File: config.mk
export PLATFORM = sky130hd
export DESIGN_NAME = nvs_frame_seq
export DESIGN_NICKNAME = d
export VERILOG_FILES = /design/src/rtl/nvs_pkg.sv /design/src/rtl/nvs_edge_sync.sv /design/src/rtl/nvs_frame_rx.sv /design/src/rtl/nvs_array.sv /design/src/rtl/nvs_prog_ctrl.sv /design/src/rtl/nvs_frame_seq.sv
export SDC_FILE = /design/constraint.sdc
export NUM_CORES = 1
export LEC_CHECK = 0
export BUFFER_PORTS_ARGS = -buffer_cell sky130_fd_sc_hd__buf_2
export CAP_MARGIN = 20
export CORE_MARGIN = 10
export CORE_UTILIZATION = 50
export DETAILED_ROUTE_END_ITERATION = 8
export PLACE_DENSITY = 0.7
export SETUP_SLACK_MARGIN = 0.4
export SYNTH_ARGS = -nofsm -noshare
export SYNTH_HDL_FRONTEND = slang
export SYNTH_SLANG_ARGS = --single-unit
export TNS_END_PERCENT = 50
File: constraint.sdc
create_clock -name clk -period 5.4 [get_ports clk]
set_clock_uncertainty 0.05 [all_clocks]
set_input_delay 1.08 -clock clk [delete_from_list [all_inputs] [get_ports clk]]
set_output_delay 1.08 -clock clk [all_outputs]
set_load 0.05 [all_outputs]
File: src/rtl/nvs_pkg.sv
package nvs_pkg;

  localparam int CMD_W = 4;

  localparam logic [CMD_W-1:0] CMD_ERASE_WRITE = 4'b0100;
  localparam logic [CMD_W-1:0] CMD_ERASE       = 4'b0110;
  localparam logic [CMD_W-1:0] CMD_WRITE       = 4'b0101;

  typedef enum logic [1:0] {RX_IDLE, RX_SHIFT, RX_GAP} rx_state_e;

  typedef enum logic [2:0] {PC_INIT, PC_IDLE, PC_READ, PC_WRITE, PC_LOCK} pc_state_e;

  function automatic logic cmd_supported(input logic [CMD_W-1:0] c);
    return (c == CMD_ERASE_WRITE) || (c == CMD_ERASE) || (c == CMD_WRITE);
  endfunction

endpackage

File: src/rtl/nvs_edge_sync.sv
module nvs_edge_sync (
  input  logic clk,
  input  logic rst,
  input  logic ser_clk,
  input  logic ser_dat,
  output logic fall,
  output logic dat
);
  logic c0, c1, c1_d, d0, d1;

  always_ff @(posedge clk) begin
    if (rst) begin
      c0   <= 1'b1;
      c1   <= 1'b1;
      c1_d <= 1'b1;
      d0   <= 1'b0;
      d1   <= 1'b0;
      fall <= 1'b0;
      dat  <= 1'b0;
    end else begin
      c0   <= ser_clk;
      c1   <= c0;
      c1_d <= c1;
      d0   <= ser_dat;
      d1   <= d0;
      fall <= c1_d & ~c1;
      dat  <= d1;
    end
  end

  // one sample strobe per serial clock fall
  a_r2_single_strobe: assert property (@(posedge clk) disable iff (rst)
    fall |=> !fall);

endmodule

File: src/rtl/nvs_frame_rx.sv
module nvs_frame_rx
  import nvs_pkg::*;
#(
  parameter int ADDR_W = 3,
  parameter int WORD_W = 32
) (
  input  logic              clk,
  input  logic              rst,
  input  logic              fall,
  input  logic              dat,
  input  logic              busy,
  output logic              frm_vld,
  output logic [CMD_W-1:0]  frm_cmd,
  output logic [ADDR_W-1:0] frm_addr,
  output logic [WORD_W-1:0] frm_data
);
  localparam int FRAME_BITS = CMD_W + ADDR_W + WORD_W;
  localparam int CW         = $clog2(FRAME_BITS + 1);
  localparam logic [CW-1:0] LAST = CW'(FRAME_BITS - 1);

  rx_state_e             state;
  logic [CW-1:0]         cnt;
  logic [FRAME_BITS-1:0] shreg;
  logic                  refused;

  always_ff @(posedge clk) begin
    if (rst) begin
      state   <= RX_IDLE;
      cnt     <= '0;
      shreg   <= '0;
      refused <= 1'b0;
      frm_vld <= 1'b0;
    end else begin
      frm_vld <= 1'b0;
      if (fall) begin
        unique case (state)
          RX_IDLE: begin
            if (dat) begin
              state   <= RX_SHIFT;
              cnt     <= '0;
              refused <= busy;
            end
          end
          RX_SHIFT: begin
            shreg <= {shreg[FRAME_BITS-2:0], dat};
            if (cnt == LAST) begin
              state   <= RX_GAP;
              frm_vld <= !(refused || busy);
            end else begin
              cnt <= cnt + 1'b1;
            end
          end
          default: state <= RX_IDLE;
        endcase
      end
    end
  end

  assign frm_cmd  = shreg[FRAME_BITS-1 -: CMD_W];
  assign frm_addr = shreg[WORD_W +: ADDR_W];
  assign frm_data = shreg[WORD_W-1:0];

  // the bit after the data field never starts a frame
  a_r9_gap_ignored: assert property (@(posedge clk) disable iff (rst)
    (state == RX_GAP && fall) |=> state == RX_IDLE);

  // a completed frame comes from a sampled falling edge
  a_r2_vld_on_edge: assert property (@(posedge clk) disable iff (rst)
    frm_vld |-> $past(fall));

endmodule

File: src/rtl/nvs_array.sv
module nvs_array #(
  parameter int WORDS  = 8,
  parameter int WORD_W = 32,
  localparam int ADDR_W = $clog2(WORDS)
) (
  input  logic              clk,
  input  logic [ADDR_W-1:0] a_addr,
  input  logic              a_we,
  input  logic [WORD_W-1:0] a_wdata,
  output logic [WORD_W-1:0] a_rdata,
  input  logic [ADDR_W-1:0] b_addr,
  output logic [WORD_W-1:0] b_rdata
);
  logic [WORD_W-1:0] mem [WORDS];

  always_ff @(posedge clk) begin
    if (a_we) mem[a_addr] <= a_wdata;
    a_rdata <= mem[a_addr];
  end

  always_ff @(posedge clk) begin
    b_rdata <= mem[b_addr];
  end

endmodule

File: src/rtl/nvs_prog_ctrl.sv
module nvs_prog_ctrl
  import nvs_pkg::*;
#(
  parameter int WORDS       = 8,
  parameter int WORD_W      = 32,
  parameter int LOCK_CYCLES = 1000000,
  localparam int ADDR_W = $clog2(WORDS)
) (
  input  logic              clk,
  input  logic              rst,
  input  logic              frm_vld,
  input  logic [CMD_W-1:0]  frm_cmd,
  input  logic [ADDR_W-1:0] frm_addr,
  input  logic [WORD_W-1:0] frm_data,
  output logic [ADDR_W-1:0] m_addr,
  output logic              m_we,
  output logic [WORD_W-1:0] m_wdata,
  input  logic [WORD_W-1:0] m_rdata,
  output logic              busy
);
  localparam int LCW = $clog2(LOCK_CYCLES + 1);
  localparam logic [ADDR_W-1:0] LAST_WORD = ADDR_W'(WORDS - 1);

  pc_state_e         state, state_n;
  logic [ADDR_W-1:0] init_idx;
  logic [CMD_W-1:0]  op_cmd;
  logic [ADDR_W-1:0] op_addr;
  logic [WORD_W-1:0] op_data;
  logic [LCW-1:0]    lock_cnt;

  always_comb begin
    state_n = state;
    unique case (state)
      PC_INIT:  if (init_idx == LAST_WORD) state_n = PC_IDLE;
      PC_IDLE:  if (frm_vld && cmd_supported(frm_cmd)) state_n = PC_READ;
      PC_READ:  state_n = PC_WRITE;
      PC_WRITE: state_n = PC_LOCK;
      PC_LOCK:  if (lock_cnt == '0) state_n = PC_IDLE;
      default:  state_n = PC_IDLE;
    endcase
  end

  always_ff @(posedge clk) begin
    if (rst) begin
      state    <= PC_INIT;
      init_idx <= '0;
      op_cmd   <= '0;
      op_addr  <= '0;
      op_data  <= '0;
      lock_cnt <= '0;
      busy     <= 1'b1;
    end else begin
      state <= state_n;
      busy  <= (state_n != PC_IDLE);
      if (state == PC_INIT) init_idx <= init_idx + 1'b1;
      if (state == PC_IDLE && frm_vld) begin
        op_cmd  <= frm_cmd;
        op_addr <= frm_addr;
        op_data <= frm_data;
      end
      if (state == PC_WRITE) lock_cnt <= LCW'(LOCK_CYCLES - 1);
      else if (state == PC_LOCK && lock_cnt != '0) lock_cnt <= lock_cnt - 1'b1;
    end
  end

  always_comb begin
    m_addr  = (state == PC_INIT) ? init_idx : op_addr;
    m_we    = (state == PC_INIT) || (state == PC_WRITE);
    m_wdata = '1;
    if (state == PC_WRITE) begin
      unique case (op_cmd)
        CMD_ERASE_WRITE: m_wdata = op_data;
        CMD_WRITE:       m_wdata = m_rdata & op_data;
        default:         m_wdata = '1;
      endcase
    end
  end

  // busy held through the whole lockout count
  a_r7_lock_holds_busy: assert property (@(posedge clk) disable iff (rst)
    (state == PC_LOCK && lock_cnt != '0) |=> busy);

  // an unsupported command does not leave idle
  a_r6_reject_stays_idle: assert property (@(posedge clk) disable iff (rst)
    (state == PC_IDLE && frm_vld && !cmd_supported(frm_cmd)) |=> state == PC_IDLE);

  // busy during the initial fill
  a_r1_init_busy: assert property (@(posedge clk) disable iff (rst)
    (state == PC_INIT) |-> busy);

endmodule

File: src/rtl/nvs_frame_seq.sv
module nvs_frame_seq
  import nvs_pkg::*;
#(
  parameter int WORDS       = 8,
  parameter int WORD_W      = 32,
  parameter int LOCK_CYCLES = 1000000,
  localparam int ADDR_W = $clog2(WORDS)
) (
  input  logic              clk,
  input  logic              rst,
  input  logic              ser_clk,
  input  logic              ser_dat,
  input  logic [ADDR_W-1:0] rd_addr,
  output logic [WORD_W-1:0] rd_data,
  output logic              busy
);
  logic              fall, dat, frm_vld, m_we;
  logic [CMD_W-1:0]  frm_cmd;
  logic [ADDR_W-1:0] frm_addr, m_addr;
  logic [WORD_W-1:0] frm_data, m_wdata, m_rdata;

  nvs_edge_sync u_sync (
    .clk(clk), .rst(rst), .ser_clk(ser_clk), .ser_dat(ser_dat),
    .fall(fall), .dat(dat)
  );

  nvs_frame_rx #(.ADDR_W(ADDR_W), .WORD_W(WORD_W)) u_rx (
    .clk(clk), .rst(rst), .fall(fall), .dat(dat), .busy(busy),
    .frm_vld(frm_vld), .frm_cmd(frm_cmd), .frm_addr(frm_addr), .frm_data(frm_data)
  );

  nvs_prog_ctrl #(.WORDS(WORDS), .WORD_W(WORD_W), .LOCK_CYCLES(LOCK_CYCLES)) u_ctrl (
    .clk(clk), .rst(rst), .frm_vld(frm_vld), .frm_cmd(frm_cmd),
    .frm_addr(frm_addr), .frm_data(frm_data), .m_addr(m_addr), .m_we(m_we),
    .m_wdata(m_wdata), .m_rdata(m_rdata), .busy(busy)
  );

  nvs_array #(.WORDS(WORDS), .WORD_W(WORD_W)) u_mem (
    .clk(clk), .a_addr(m_addr), .a_we(m_we), .a_wdata(m_wdata), .a_rdata(m_rdata),
    .b_addr(rd_addr), .b_rdata(rd_data)
  );

  // an accepted frame raises busy on the next cycle
  a_r7_accept_busy: assert property (@(posedge clk) disable iff (rst)
    (frm_vld && cmd_supported(frm_cmd)) |=> busy);

  // the store is written only inside a busy period
  a_r8_write_only_busy: assert property (@(posedge clk) disable iff (rst)
    m_we |-> busy);

endmodule

==> run_results.csv, run 1 <==
group,metric,value,unit
pwr,power.total,7.29,mW
setup_path,crit_chain,"nor2b_1 > nand2_1 > nor2_2 > buf_4 > nand2_1",
cells_and_area,final_cells,1874,
clock_network,cts_resized,0,
synth,async_reset_ff_frac,0,
floorplan,num_rows,69,
setup_path,cp_max_fo,18,
pwr,internal-power,5.62,mW
clock_network,clk_pin_slew_worst_paths,0.06,ns
pwr,switching_share,0.228,
placement,finalWeightedCongestion,0.808,
setup_path,end_kind,"flip-flop",
global_routing,grt_overflow,0,
setup_path,cp_slowest_cell,"nor2_2",
global_routing,grt_pass1_vias,11123,
cells_and_area,antenna_cells,0,
pwr,p_leak,6.57,nW
setup_path,crit_buf_inv,1,
clock_network,root_buffer,"clkbuf_16",
detailed_routing,drt_first_iter_violations,920,
synth,seq_area_frac_synth,0.633,
setup_path,path_class,"flip-flop to flip-flop",
cells_and_area,layout_common_cells,"nand2_1 (263), edfxtp_1 (256), dfxtp_1 (186)",
detailed_routing,first_pass_iters,5,
pwr,p_seq_frac,0.506,
sta,rsz0062_at_grt,"no",
sta,hold-worst-slack,0.363,ns
pwr,p_sw,1.67,mW
detailed_routing,avgRoutedWirePerCell,22.7,um
clock_network,post_cts_buffers,0,
cells_and_area,areaGrowthSynthToFinish,11.8,%
setup_path,critical_path.top_delay_family,"simple AND/OR/NAND/NOR gates",
pwr,p_clk_frac,0.418,
floorplan,core,35600,sq um
synth,syn-num-nets,1370,
synth,syn_area_per_cell,13.3,sq um
global_routing,antenna_found_initial,0,
detailed_routing,drtAntennaViolNets,0,
clock_network,htree_levels,2,
clock_network,cts.sinks,442,
detailed_routing,vias_per_cell,6.02,
clock_network,insertion_delay,0.54,ns
placement,portBuffers,39,
pwr,ir_drop,0.272,mV
worst_hold_path,min_path_type,"flip-flop to flip-flop",
floorplan,die_h,210,um
sta,hold_viol,0,
sta,setup_viol,0,
synth,ys.flop_type,"edfxtp_1",
detailed_routing,finalWirelength,42.6,mm
synth,synth_cells,1357,
synth,ys_ff_latch,442,
sta,fin_tns_setup,0,ns
floorplan,die_w,210,um
setup_path,worstPathArrival,3.52,ns
setup_path,cp_common_cell,"nand2_1",
sta,relSlewSlack,0.257,
sta,drv_slew,0,
synth,synth_edf_count,256,
floorplan,die_area,44000,sq um
detailed_routing,drc,0,
global_routing,grt_max_degree,93,
pwr,comb_power_share,0.076,
synth,ys_types,54,
sta,post-route-period-util,0.620,
setup_path,start_kind,"flip-flop",
cells_and_area,drive_gt1_frac,0.190,
global_routing,grt_pass1_wl,65.6,mm
clock_network,ctsHoldBuffers,0,
flow_run,drv_cap,0,
clock_network,numCtsBuffers,45,
placement,hpwl,25.1,mm
status,outcome,"finished, final reports clean",
cells_and_area,nets,1392,
pwr,power_density,362,nW/um^2
synth,yosysWarnings,0,
cells_and_area,layout_commonest_cell,"nand2_1",
global_routing,track_usage,0.189,
placement,place_inst,1793,
setup_path,max_stage_delay,1.00,ns
synth,netlist_area,18000,sq um
clock_network,clockBufferDepth,3,
floorplan,top_level_ports,40,
clock_network,tritoncts,"built",
sta,period_needed,3.35,ns
setup_path,required,5.58,ns
floorplan,start_util,0.507,
sta,worst_slew_pin_slew,1.11,ns
detailed_routing,vias,11283,
sta,fmax,0.299,GHz
-- area by class of cell --
cell class                      instances  area [sq um]
Clock buffer                           58          1230
Multi-Input combinational cell        816          6270
Tap cell                              461           577
Timing Repair Buffer                   65           408
Fill cell                            2874         15400
Inverter                                9          33.8
Clock inverter                         23           214
Sequential cell                       442         11400
-- stage by stage --
step	utilization	cell area (sq um)	worst slack, ns
6_report	0.566	20100	2.05
4_1_cts	0.566	20100	2.07
3_3_place_gp	0.526	18700	2.14
3_5_place_dp	0.526	18700	2.09
2_1_floorplan	-	18000	0.474
5_1_grt	0.566	20100	1.87
-- state kept, by name (all words and copies together) (netlist names) --
register	cells
u_sync.fall	1
u_rx.refused	1
u_ctrl.op_addr	3
u_mem.b_rdata	32
u_sync.d0	1
u_rx.state	2
u_mem.mem	256
u_sync.d1	1
u_sync.c0	1
u_sync.dat	1
u_sync.c1	1
u_rx.cnt	6
u_mem.a_rdata	32
u_rx.shreg	39
u_ctrl.lock_cnt	20
u_rx.frm_vld	1
u_sync.c1_d	1
u_ctrl.busy	1
u_ctrl.op_data	32
u_ctrl.op_cmd	4
u_ctrl.init_idx	3
u_ctrl.state	3
-- cells in the mapped netlist, types with 16 or more instances --
master	number	share of area
a21oi_1	97	0.027
a221oi_1	33	0.016
a32o_1	31	0.017
buf_2	16	0.0044
clkbuf_1	53	0.011
dfxtp_1	186	0.21
edfxtp_1	256	0.43
mux2_2	35	0.022
mux2i_1	103	0.057
mux4_2	64	0.080
nand2_1	263	0.055
nor2_1	32	0.0067
o21ai_0	41	0.011
-- power groups by stage --
stage,Sequential [mW],Clock (mW),Combinational [mW]
after floorplan,3.81,0,0.328
after global placement,3.76,0,0.546
after detailed placement,3.76,0,0.554
after CTS,3.69,3.08,0.559
after global routing,3.69,3.24,0.589
final,3.69,3.05,0.555
-- worst reg2reg max path: cells and delay by family (launching register included) --
kind / cells / cell delay [ns]
DFF: 1 / 0.52
buffers and inverters: 1 / 0.44
and+or+nand+nor: 4 / 2.03
-- worst paths after layout --
check / from / to / slack [ns] / depth (start not counted)
max reg2reg: u_ctrl.state[0] / u_mem.mem[5][26] / 2.05 / 5
max: u_ctrl.state[0] / u_mem.mem[5][26] / 2.05 / 5
min reg2reg: u_sync.c1_d / u_sync.fall / 0.36 / 2
min: u_sync.c1_d / u_sync.fall / 0.36 / 2
-- routing by layer --
layer  up-vias  routed length [um]  global-route usage
met5         -                   0                   0
li1       5139                   -                   -
met2       425               20900               0.312
met4         0                 743              0.0518
met3        52                2950              0.0278
met1      5667               18000               0.254
-- logic make-up (layout without fill, tap and decap cells) --
| group | Yosys count | after routing | share of synthesized area |
|---|---|---|---|
| fa+ha+maj | 6 | 6 | 0.00417 |
| compound gates | 223 | 223 | 0.0815 |
| buf+inv | 99 | 155 | 0.0249 |
| mux | 202 | 202 | 0.159 |
| flops | 442 | 442 | 0.633 |
| xor+xnor | 13 | 13 | 0.00632 |
| simple gates | 372 | 372 | 0.0907 |
Power figures use the tool's default switching activity.
==> inputs of run 2 (changes only) <==
ABC_AREA = 1   (was not set)
clock period = 2.7 ns   (was 5.4 ns; I/O delays follow)
==> run 2 against run 1 <==
Against the previous run:
- clock power up 100%
- via count up 25%
- critical path depth up 4
- final cell count up 30%
- area after synthesis up 3.6%
- power rose to 2.6 times the previous value
- fmax up 56%
==> run_results.csv, run 2 <==
group,metric,value,unit
setup_path,reg2reg_slack,0.56,ns
sta,drv_slew,0,
detailed_routing,drtAntennaViolNets,0,
global_routing,track_usage,0.204,
synth,seq_area_frac_synth,0.612,
setup_path,timing.rr.end,"u_mem.mem[3][16]",
clock_network,clockBufferDepth,3,
global_routing,grt_use_met3,0.0367,
floorplan,top_level_ports,40,
clock_network,numCtsBuffers,45,
setup_path,start_kind,"flip-flop",
synth,syn-num-nets,1936,
placement,place_area,19400,sq um
global_routing,grt_max_degree,133,
global_routing,gr-max-usage-layer,"met2",
flow_run,drv_cap,0,
global_routing,grtUsageMet2,0.330,
detailed_routing,vias_per_cell,5.79,
cells_and_area,layout_common_cells,"nand2_1 (275), edfxtp_1 (256), o21ai_0 (248)",
setup_path,critical_path.top_delay_family,"simple AND/OR/NAND/NOR gates",
setup_path,rr_startpoint,"u_ctrl.state[0]",
synth,synth_edf_count,256,
worst_hold_path,hold_path_startpoint,"ser_clk",
sta,relSlewSlack,0.589,
synth,ys.flop_type,"edfxtp_1",
detailed_routing,finalWirelength,46.1,mm
global_routing,grt_overflow,0,
floorplan,num_rows,70,
cells_and_area,largestRegisters,"u_mem.mem x256, u_rx.shreg x39",
cells_and_area,layout_commonest_cell,"nand2_1",
cells_and_area,areaGrowthSynthToFinish,12.0,%
setup_path,required,2.89,ns
synth,async_reset_ff_frac,0,
status,outcome,"finished, final reports clean",
sta,rsz0062_at_grt,"no",
synth,yosys.area.top_type,"edfxtp_1",
clock_network,post_cts_buffers,0,
placement,portBuffers,39,
setup_path,reg2reg_depth,9,
placement,hpwl,26.9,mm
synth,ys_types,37,
synth,synthTopCellsByArea,"edfxtp_1 (41%), dfxtp_1 (20%), o21ai_0 (6.7%), a21oi_1 (6.0%), nand2_1 (5.5%)",
setup_path,crit_chain,"inv_2 > nor2_2 > inv_2 > nor2_2 > inv_1 > nand2_1 > nand2_1 > nor2_4 > buf_4",
global_routing,grt_pass1_wl,72.9,mm
cells_and_area,regArea,11400,sq um
pwr,power_density,921,nW/um^2
sta,hold-worst-slack,0.108,ns
placement,finalWeightedCongestion,0.841,
pwr,p_leak,7.47,nW
clock_network,ctsHoldBuffers,0,
synth,post-synth-top-count-cell,"nand2_1",
worst_hold_path,min_path_type,"input port to flip-flop",
detailed_routing,first_pass_iters,6,
worst_hold_path,worstHoldPathCells,2,
cells_and_area,drive_gt1_frac,0.103,
detailed_routing,avgRoutedWirePerCell,19.0,um
setup_path,end_kind,"flip-flop",
placement,place_inst,2351,
setup_path,cp_slowest_cell,"buf_4",
floorplan,start_util,0.508,
floorplan,core,36700,sq um
detailed_routing,drc,0,
detailed_routing,drt_first_iter_violations,1402,
pwr,power.total,19.2,mW
cells_and_area,multi_input_area,5900,sq um
setup_path,path_class,"flip-flop to flip-flop",
clock_network,insertion_delay,0.58,ns
detailed_routing,vias,14088,
cells_and_area,largest_reg_flops,256,
clock_network,cts.sinks,442,
floorplan,die_w,213,um
clock_network,clk_pin_slew_worst_paths,0.06,ns
floorplan,die_h,213,um
setup_path,max_stage_delay,0.36,ns
clock_network,htree_levels,2,
sta,post-route-period-util,0.793,
sta,fmax,0.467,GHz
global_routing,met1_usage,0.270,
setup_path,cp_max_fo,20,
clock_network,tritoncts,"built",
clock_network,root_buffer,"clkbuf_16",
synth,syn_area_per_cell,9.70,sq um
synth,synth_cells,1923,
worst_hold_path,worstHoldEndpoint,"u_sync.c0",
floorplan,die_area,45400,sq um
sta,fin_tns_setup,0,ns
cells_and_area,fillers,3051,
pwr,ir_drop,1.22,mV
synth,yosys.area.top_type_share,0.412,
global_routing,antenna_found_initial,1,
synth,ys_ff_latch,442,
cells_and_area,largest_register,"u_mem.mem",
synth,synth_common_cells,"nand2_1 (275), edfxtp_1 (256), o21ai_0 (248), a21oi_1 (222), inv_1 (219)",
sta,worst_slew_pin_slew,0.617,ns
global_routing,grt_pass1_vias,13349,
cells_and_area,final_cells,2434,
sta,hold_viol,0,
synth,netlist_area,18700,sq um
cells_and_area,nets,1943,
sta,period_needed,2.14,ns
sta,setup_viol,0,
synth,yosysWarnings,0,
setup_path,worstPathArrival,2.33,ns
cells_and_area,final_cell_area,20900,sq um
setup_path,crit_buf_inv,4,
[run 2: repair_timing]
item,CTS,global route
setup endpoints to repair,0,1
hold endpoints to repair,0,0
gates resized for setup,0,1
[run 2: routing by layer]
layer  vias to the layer above  share of wire  wire, um
li1                       6720              -         -
met1                      6685           0.43     19800
met2                       580           0.46     21400
met3                       103          0.080      3670
met4                         0          0.026      1210
met5                         -              0         0
[run 2: through the flow]
| step | setup WS [ns] | util |
|---|---|---|
| detailed placement | 0.564 | 0.530 |
| CTS | 0.589 | 0.569 |
| floorplan | 0.134 | - |
| global route | 0.430 | 0.570 |
| finish | 0.559 | 0.570 |
| global placement | 0.585 | 0.530 |
[run 2: cell type report]
cell class / count / area share
Sequential cell: 442 / 0.546
Multi-Input combinational cell: 1128 / 0.282
Clock buffer: 62 / 0.0584
Inverter: 230 / 0.0414
Timing Repair Buffer: 83 / 0.0330
Tap cell: 468 / 0.0280
Clock inverter: 20 / 0.0111
Antenna cell: 1 / 0.000120
[run 2: cells by family after synthesis]
logic type,after synthesis,share of synthesized area
XOR/XNOR,7,0.00329
flip-flops,442,0.612
adder cells (fa/ha/maj),6,0.00402
buffers and inverters,353,0.0773
AO/OA/AOI/OAI,639,0.194
AND/OR/NAND/NOR,476,0.109
[run 2: how the worst max path moves through the flow]
stage	startpoint	end	cells past startpoint
after global routing	u_ctrl.lock_cnt[0]	u_ctrl.lock_cnt[5]	10
final	u_ctrl.state[0]	u_mem.mem[3][16]	9
after CTS	u_ctrl.state[0]	u_mem.mem[0][27]	9
after global placement	rd_addr[0]	u_mem.b_rdata[11]	9
after floorplan	u_ctrl.state[2]	u_mem.mem[7][0]	7
after detailed placement	rd_addr[0]	u_mem.b_rdata[10]	8
[run 2: worst register-to-register path: cells and delay by family, from the launching register on]
family                 cells  cell delay, ns
flip-flops                 1            0.35
AND/OR/NAND/NOR            5            0.82
buffers and inverters      4            0.59
[run 2: where the power goes]
group | leakage [nW] | total (mW) | switching [mW] | internal (mW)
Combinational | 3.51 | 5.06 | 3.80 | 1.26
Sequential | 3.26 | 8.01 | 0.118 | 7.89
Clock | 0.711 | 6.17 | 2.60 | 3.57
